<file path="src/rtl/bcd_strcmp.sv">
module bcd_strcmp #(
  parameter int ADDR_W = 16,
  parameter int LEN_W  = 8
) (
  input  logic              clk,
  input  logic              rst_n,
  input  logic              start,
  input  logic [ADDR_W-1:0] dst_base,
  input  logic [ADDR_W-1:0] src_base,
  input  logic [LEN_W-1:0]  cnt,
  output logic              mem_rd,
  output logic [ADDR_W-1:0] mem_addr,
  input  logic [7:0]        mem_rdata,
  output logic              done,
  output logic              zf,
  output logic              cf,
  output logic              of
);

  typedef enum logic [2:0] {S_IDLE, S_RDD, S_RDS, S_CALC, S_FIN} st_t;

  st_t               st;
  logic [ADDR_W-1:0] dq, sq, idx;
  logic [LEN_W-1:0]  left;
  logic              brw, zacc;
  logic [7:0]        dbyte;

  function automatic logic [4:0] dstep(input logic [3:0] a, input logic [3:0] b, input logic bi);
    logic [4:0] t;
    t = {1'b0, a} - {1'b0, b} - {4'b0, bi};
    if (t[4]) return {1'b1, t[3:0] + 4'd10};
    return {1'b0, t[3:0]};
  endfunction

  logic [4:0] lo, hi;
  logic       two, last, bfin, znext;
  logic [3:0] md, ms, mr;

  assign lo    = dstep(dbyte[3:0], mem_rdata[3:0], brw);
  assign hi    = dstep(dbyte[7:4], mem_rdata[7:4], lo[4]);
  assign two   = left > LEN_W'(1);
  assign last  = left <= LEN_W'(2);
  assign bfin  = two ? hi[4] : lo[4];
  assign znext = zacc | (|lo[3:0]) | (two & (|hi[3:0]));
  assign md    = two ? dbyte[7:4]     : dbyte[3:0];
  assign ms    = two ? mem_rdata[7:4] : mem_rdata[3:0];
  assign mr    = two ? hi[3:0]        : lo[3:0];

  assign mem_rd   = (st == S_RDD) || (st == S_RDS);
  assign mem_addr = (st == S_RDS) ? sq + idx : dq + idx;
  assign done     = (st == S_FIN);

  always_ff @(posedge clk) begin
    if (!rst_n) begin
      st    <= S_IDLE;
      dq    <= '0;
      sq    <= '0;
      idx   <= '0;
      left  <= '0;
      brw   <= 1'b0;
      zacc  <= 1'b0;
      dbyte <= '0;
      zf    <= 1'b0;
      cf    <= 1'b0;
      of    <= 1'b0;
    end else begin
      case (st)
        S_IDLE: if (start) begin
          dq   <= dst_base;
          sq   <= src_base;
          left <= cnt;
          idx  <= '0;
          brw  <= 1'b0;
          zacc <= 1'b0;
          if (cnt == '0) begin
            zf <= 1'b1;
            cf <= 1'b0;
            of <= 1'b0;
            st <= S_FIN;
          end else begin
            st <= S_RDD;
          end
        end
        S_RDD: st <= S_RDS;
        S_RDS: begin
          dbyte <= mem_rdata;
          st    <= S_CALC;
        end
        S_CALC: begin
          brw  <= bfin;
          zacc <= znext;
          if (last) begin
            zf <= ~znext;
            cf <= bfin;
            of <= ((md >= 4'd5) != (ms >= 4'd5)) && ((mr >= 4'd5) != (md >= 4'd5));
            st <= S_FIN;
          end else begin
            left <= left - LEN_W'(2);
            idx  <= idx + ADDR_W'(1);
            st   <= S_RDD;
          end
        end
        default: st <= S_IDLE;
      endcase
    end
  end

  a_r8_done_pulse: assert property (@(posedge clk) disable iff (!rst_n)
    done |=> !done);

  a_r8_flags_hold: assert property (@(posedge clk) disable iff (!rst_n)
    !done |-> $stable({zf, cf, of}));

  a_r4_zero_clean: assert property (@(posedge clk) disable iff (!rst_n)
    (done && zf) |-> (!cf && !of));

  a_r7_empty: assert property (@(posedge clk) disable iff (!rst_n)
    (st == S_IDLE && start && cnt == '0) |=> (done && zf && !cf && !of));

  a_r1_no_read_at_done: assert property (@(posedge clk) disable iff (!rst_n)
    done |-> !mem_rd);

  a_r9_busy_hold: assert property (@(posedge clk) disable iff (!rst_n)
    (st == S_RDS) |=> $stable(dq) && $stable(sq));

endmodule

</file>
<file path="config.mk">
export PLATFORM = sky130hd
export DESIGN_NAME = bcd_strcmp
export DESIGN_NICKNAME = d
export VERILOG_FILES = /design/src/rtl/bcd_strcmp.sv
export SDC_FILE = /design/constraint.sdc
export NUM_CORES = 1
export LEC_CHECK = 0
export BUFFER_PORTS_ARGS = -buffer_cell sky130_fd_sc_hd__clkbuf_2
export CORE_MARGIN = 4
export CORE_UTILIZATION = 30
export DETAILED_ROUTE_END_ITERATION = 12
export GPL_TIMING_DRIVEN = 0
export PLACE_DENSITY = 0.6
export SETUP_SLACK_MARGIN = 0.05
export SLEW_MARGIN = 10
export SYNTH_ARGS = -nofsm -noshare
export SYNTH_HDL_FRONTEND = slang
export SYNTH_SLANG_ARGS = --single-unit
</file>
<file path="constraint.sdc">
create_clock -name clk -period 14.2 [get_ports clk]
set_input_delay 0.71 -clock clk [delete_from_list [all_inputs] [get_ports clk]]
set_output_delay 0.71 -clock clk [all_outputs]
set_load 0.05 [all_outputs]
</file>
* Word level (Yosys, flattened, before mapping)
Cells that the tools add are included.
Operators by class: add/subtract/negate cells 10, $lt $le $gt $ge 5, eq/ne operators 10, muxes and demuxes 34, bitwise operators 4, reductions and logical operators 11
Operators with widths (number):
- $mux W16 | 3
- $add A16 B16 Y16 | 2
- $pmux W16 S2 | 1
- $mux W5 | 4
- $add A16 B1 Y16 const B | 1
- $mux W8 | 2
- $pmux W8 S2 | 1
- $ge A4 B3 Y1 const B | 3
- $mux W4 | 3
- $pmux W3 S4 | 1
- $mux W1 | 11
- $pmux W1 S2 | 5
- $sub A4 B4 Y5 | 2
- $sub A5 B1 Y5 | 2
- $mux W3 | 3
- $add A4 B4 Y4 const B | 2
- $gt A8 B1 Y1 const B | 1
- $le A8 B2 Y1 const B | 1
- $logic_not A8 Y1 | 1
- $ne A2 B2 Y1 const B | 4
- $reduce_or A4 Y1 | 2
- $sub A8 B2 Y8 const B | 1
- $eq A3 B2 Y1 const B | 2
- $reduce_and A2 Y1 | 2
- 12 further kinds | 14
Word-level totals: flip-flop bits (word level) 72, input bits 51, output and inout port bits 21, logic and storage cells 85

* Depth between registers and ports, before layout
word-level depth 15, depth in mapped cells 22, gate-level depth less buffers 22

* Worst setup path after synthesis
OpenSTA, ideal clock, no wires.
path type input to register, start in mem_rdata[0], end reg zf, arrival time 5.238 ns, required time 14.130 ns, path slack 8.892 ns, stages on the path 20, path buffers 0, cells stage by stage inv_1 -> fa_1 -> ha_1 -> nor2_1 -> fa_1 -> and2_1 -> o221ai_2 -> fa_1 -> ha_1 -> or2_2 -> fa_1 -> nand2b_1 -> nand2_1 -> ha_1 -> o22ai_1 -> o22ai_1 -> or2_2 -> o31ai_1 -> nand2_1 -> a21oi_1
On the way: cells in the longest elaborated chain, start to end 14
Ends and longest elaborated chain:
- from (decl) | line 13 | input logic [7:0] mem_rdata,
- $sub A4 B4 Y5 (*) | line 30 | t = {1'b0, a} - {1'b0, b} - {4'b0, bi};
- $sub A5 B1 Y5 (*) | line 30
- $mux W1 | line 31 | if (t[4]) return {1'b1, t[3:0] + 4'd10};
- $mux W5 (*) | line 32 | return {1'b0, t[3:0]};
- $sub A5 B1 Y5 | line 30
- $add A4 B4 Y4 | line 31
- $mux W5 | line 31
- $mux W5 | line 32
- $reduce_or A4 Y1 | line 44 | assign znext = zacc | (|lo[3:0]) | (two & (|hi[3:0]));
- $and A1 B1 Y1 | line 44
- $or A1 B1 Y1 (*) | line 44
- $not A1 Y1 (*) | line 93 | zf <= ~znext;
- $mux W1 (*) | line 92 | if (last) begin
- $pmux W1 S2 (*) | line 67 | case (st)
- to (signal assigned) | line 93
- to (decl) | line 15 | output logic zf,
Mark *: on every way between the ends. The rest lies on a longest branch, timed or not. The select of a mux whose other input is x is not followed. A chain may end at the register's enable or synchronous reset.

* Worst setup path after layout
start in mem_rdata[0], end reg zacc
On the way: cells in the longest elaborated chain, start to end 12
Ends and longest elaborated chain:
- $sub A4 B4 Y5 (*) | line 30
- $sub A5 B1 Y5 (*) | line 30
- $mux W1 | line 31
- $mux W5 (*) | line 32
- $sub A5 B1 Y5 | line 30
- $add A4 B4 Y4 | line 31
- $mux W5 | line 31
- $mux W5 | line 32
- $reduce_or A4 Y1 | line 44
- $and A1 B1 Y1 | line 44
- $or A1 B1 Y1 (*) | line 44
- $pmux W1 S2 (*) | line 67
- to (signal assigned) | line 91 | zacc <= znext;
- to (decl) | line 25 | logic brw, zacc;
Marked as above.

==> results.sh <==
export IMPL_status="finished, final reports clean"
export IMPL_fin_crit_ns=5.67
export IMPL_boundaryPins=72
export IMPL_clk_latency_ns=0.34
export IMPL_track_usage_pct=14.3
export IMPL_seq_area_frac_synth_pct=30.7
export IMPL_ys_flop_type="dfxtp_1"
export IMPL_netlist_area_mm2=0.00470
export IMPL_firstDrtPassIters=5
export IMPL_crit_required_ns=14.39
export IMPL_slew_headroom_pct=51.2
export IMPL_finalNetCount=789
export IMPL_place_hpwl_um=9940
export IMPL_final_antenna_net_count=0
export IMPL_initial_utilization_pct=30.8
export IMPL_crit_type="in -> reg"
export IMPL_irDropWorstVdd_mv=0.0451
export IMPL_min_period_over_period_pct=39.9
export IMPL_cts_tree="yes"
export IMPL_path_max_fanout=6
export IMPL_grt_pass1_vias=4144
export IMPL_synth_edff_count=0
export IMPL_fin_setup_tns_ns=0
export IMPL_mostFrequentLayoutCells="nand2_1, dfxtp_1, clkbuf_2, a21oi_1, nor2_1"
export IMPL_io_buffer_count=71
export IMPL_dieWidth_um=133
export IMPL_grt_pass1_wl_um=20500
export IMPL_reg2reg_slack_ns=8.73
export IMPL_finClkSkew_ns=0.00610
export IMPL_cts_sinks=72
export IMPL_drive_gt1_share_pct=14.7
export IMPL_rsz0062_at_grt="no"
export IMPL_routedWlPerCell_um=13.6
export IMPL_die_h_um=133
export IMPL_drt_wl_total_um=12500
export IMPL_cts_buffers=9
export IMPL_drv_slew=0
export IMPL_netlist_instances=620
export IMPL_holdWs_ns=0.454
export IMPL_cpMostUsedCell="fa_1"
export IMPL_setup_viol=0
export IMPL_hold_viol_final=0
export IMPL_p_leak_nw=2.46
export IMPL_worst_pin_slew_ns=0.726
export IMPL_postSynth_asyncResetShare_pct=0
export IMPL_viasPerCell=4.76
export IMPL_core_area_mm2=0.0153
export IMPL_antenna_cells=0
export IMPL_yosys_warnings=0
export IMPL_cts_resized=0
export IMPL_cts_hold_buf=0
export IMPL_fmax_mhz=176
export IMPL_powerDensity_mw_per_mm2=111
export IMPL_cts_setup_buffers=0
export IMPL_grt_max_degree=13
export IMPL_cts_buffer_depth=2
export IMPL_gp_congestion=0.832
export IMPL_grt_antenna_before_repair=0
export IMPL_drc_errors=0
export IMPL_cp_start_kind="input pin"
export IMPL_mostFrequentLayoutCell="nand2_1"
export IMPL_synth_seq_cells=72
export IMPL_clk_pin_slew_ns=0.05
export IMPL_max_cap_violations=0
export IMPL_cts_htree_levels=3
export IMPL_crit_slowest_cell="fa_1"
export IMPL_grt_overflow_total=0
export IMPL_die_area_mm2=0.0177
export IMPL_cts_root_buf="clkbuf_16"
export IMPL_worstPathArrival_ns=5.85
export IMPL_cpPeakStageDelay_ns=0.56
export IMPL_num_vias=4368
export IMPL_hold_path_class="reg -> reg"
export IMPL_area_delta_synth_final_pct=19.2
export IMPL_synth_nets=707
export IMPL_syn_avg_cell_area_um2=7.58
export IMPL_crit_chain="clkbuf_2, inv_1, fa_1, ha_1, nor2_1, fa_1, and2_1, o221ai_2, fa_1, ha_1, or2_2, fa_1, nand2b_1, nand2_1, ha_1, o22ai_1, o22ai_1, or2_2, o31ai_1, a311oi_1"
export IMPL_yosysUniqueCellTypes=57
export IMPL_drt_initial_drc_count=294
export IMPL_worstSetupEndpointType="flip-flop"
export IMPL_rows=45
## area by class of cell
cell class	count	area, um2
Buffer	24	96.3
Clock buffer	11	253
Clock inverter	5	31.3
Fill cell	1648	9660
Inverter	32	120
Multi-Input combinational cell	492	3040
Sequential cell	72	1440
Tap cell	211	264
Timing Repair Buffer	71	355
## synth_stat cells, drive strengths merged, types with 2 or more instances
cell type    n  share of area, %
nand2b       6              0.80
nand3       10               1.1
a21oi       52               5.5
a21boi      24               3.8
o21ai       26               2.8
or2          5              0.67
nand2      152                12
xor2        13               2.4
and4         2              0.37
buf          5              0.53
nor3        11               1.5
nand4        7              0.93
a2111oi      3              0.72
nor2        45               3.6
or3          6              0.80
a22oi        2              0.32
and2         8               1.1
ha          31               8.3
fa           5               2.1
o22ai        5              0.67
mux2i        5               1.1
and3         5              0.67
xnor2       19               3.5
xnor3        3               1.4
clkbuf      19               1.5
dfxtp       72                31
nor2b        5              0.67
or4          3              0.48
o21a         6              0.96
a211oi       2              0.32
a21o         6              0.96
a31oi        5              0.67
o21bai       3              0.48
o31ai        2              0.32
o22a         2              0.37
inv         32               2.6
## worst max-delay path, delay by kind of cell
kind | cells | cell delay, ns
AOI/OAI and AO/OA | 5 | 1.20
and+or+nand+nor | 6 | 1.24
buffers and inverters | 2 | 0.18
adders and majority gates | 7 | 2.50
## state kept, by name, indices dropped and copies added (netlist names)
name and cells:
cf 1, brw 1, sq 16, left 8, zacc 1, idx 16
zf 1, of 1, dbyte 8, st 3, dq 16
## stage by stage
step	cells	util, %	worst slack [ns]	power (W)	instance area (um2)
after global placement	902	34.9	8.21	0.000413	5320
final	918	36.7	8.53	0.000621	5600
after detailed placement	902	34.9	8.20	0.000414	5320
after global routing	918	36.7	8.19	0.000659	5600
after CTS	918	36.7	8.53	0.000628	5600
after floorplan	620	-	8.89	0.000366	4700
## power breakdown
part | switching [W] | internal [W] | total, W
sequential | 0.00000834 | 0.000215 | 0.000223
combinational | 0.000115 | 0.0000709 | 0.000186
clock | 0.0000849 | 0.000127 | 0.000212
## metal layers
layer / track usage (%) / up-vias / wire length (um)
li1: - / 2279 / -
met3: 3.66 / 17 / 569
met2: 22.2 / 83 / 5600
met1: 19.7 / 1989 / 6100
met4: 4.34 / 0 / 257
met5: 0 / - / 0
## logic make-up (layout without fill, tap and decap cells)
family / Yosys count / after routing / synth area share [%]
xor+xnor: 35 / 35 / 7.40
flops: 72 / 72 / 30.7
mux: 5 / 5 / 1.07
simple gates: 268 / 268 / 25.7
buf+inv: 56 / 143 / 4.61
compound gates: 148 / 148 / 20.1
fa+ha+maj: 36 / 36 / 10.4
## worst paths after layout
| kind | from | to | depth (start not counted) |
|---|---|---|---|
| max | mem_rdata[0] | zacc$_SDFFE_PN0P_ | 20 |
| max reg2reg | brw$_SDFFE_PN0P_ | zacc$_SDFFE_PN0P_ | 20 |
| min | sq[12]$_SDFFE_PN0P_ | sq[12]$_SDFFE_PN0P_ | 2 |
| min reg2reg | sq[12]$_SDFFE_PN0P_ | sq[12]$_SDFFE_PN0P_ | 2 |
(Power assumes the default switching activity.)
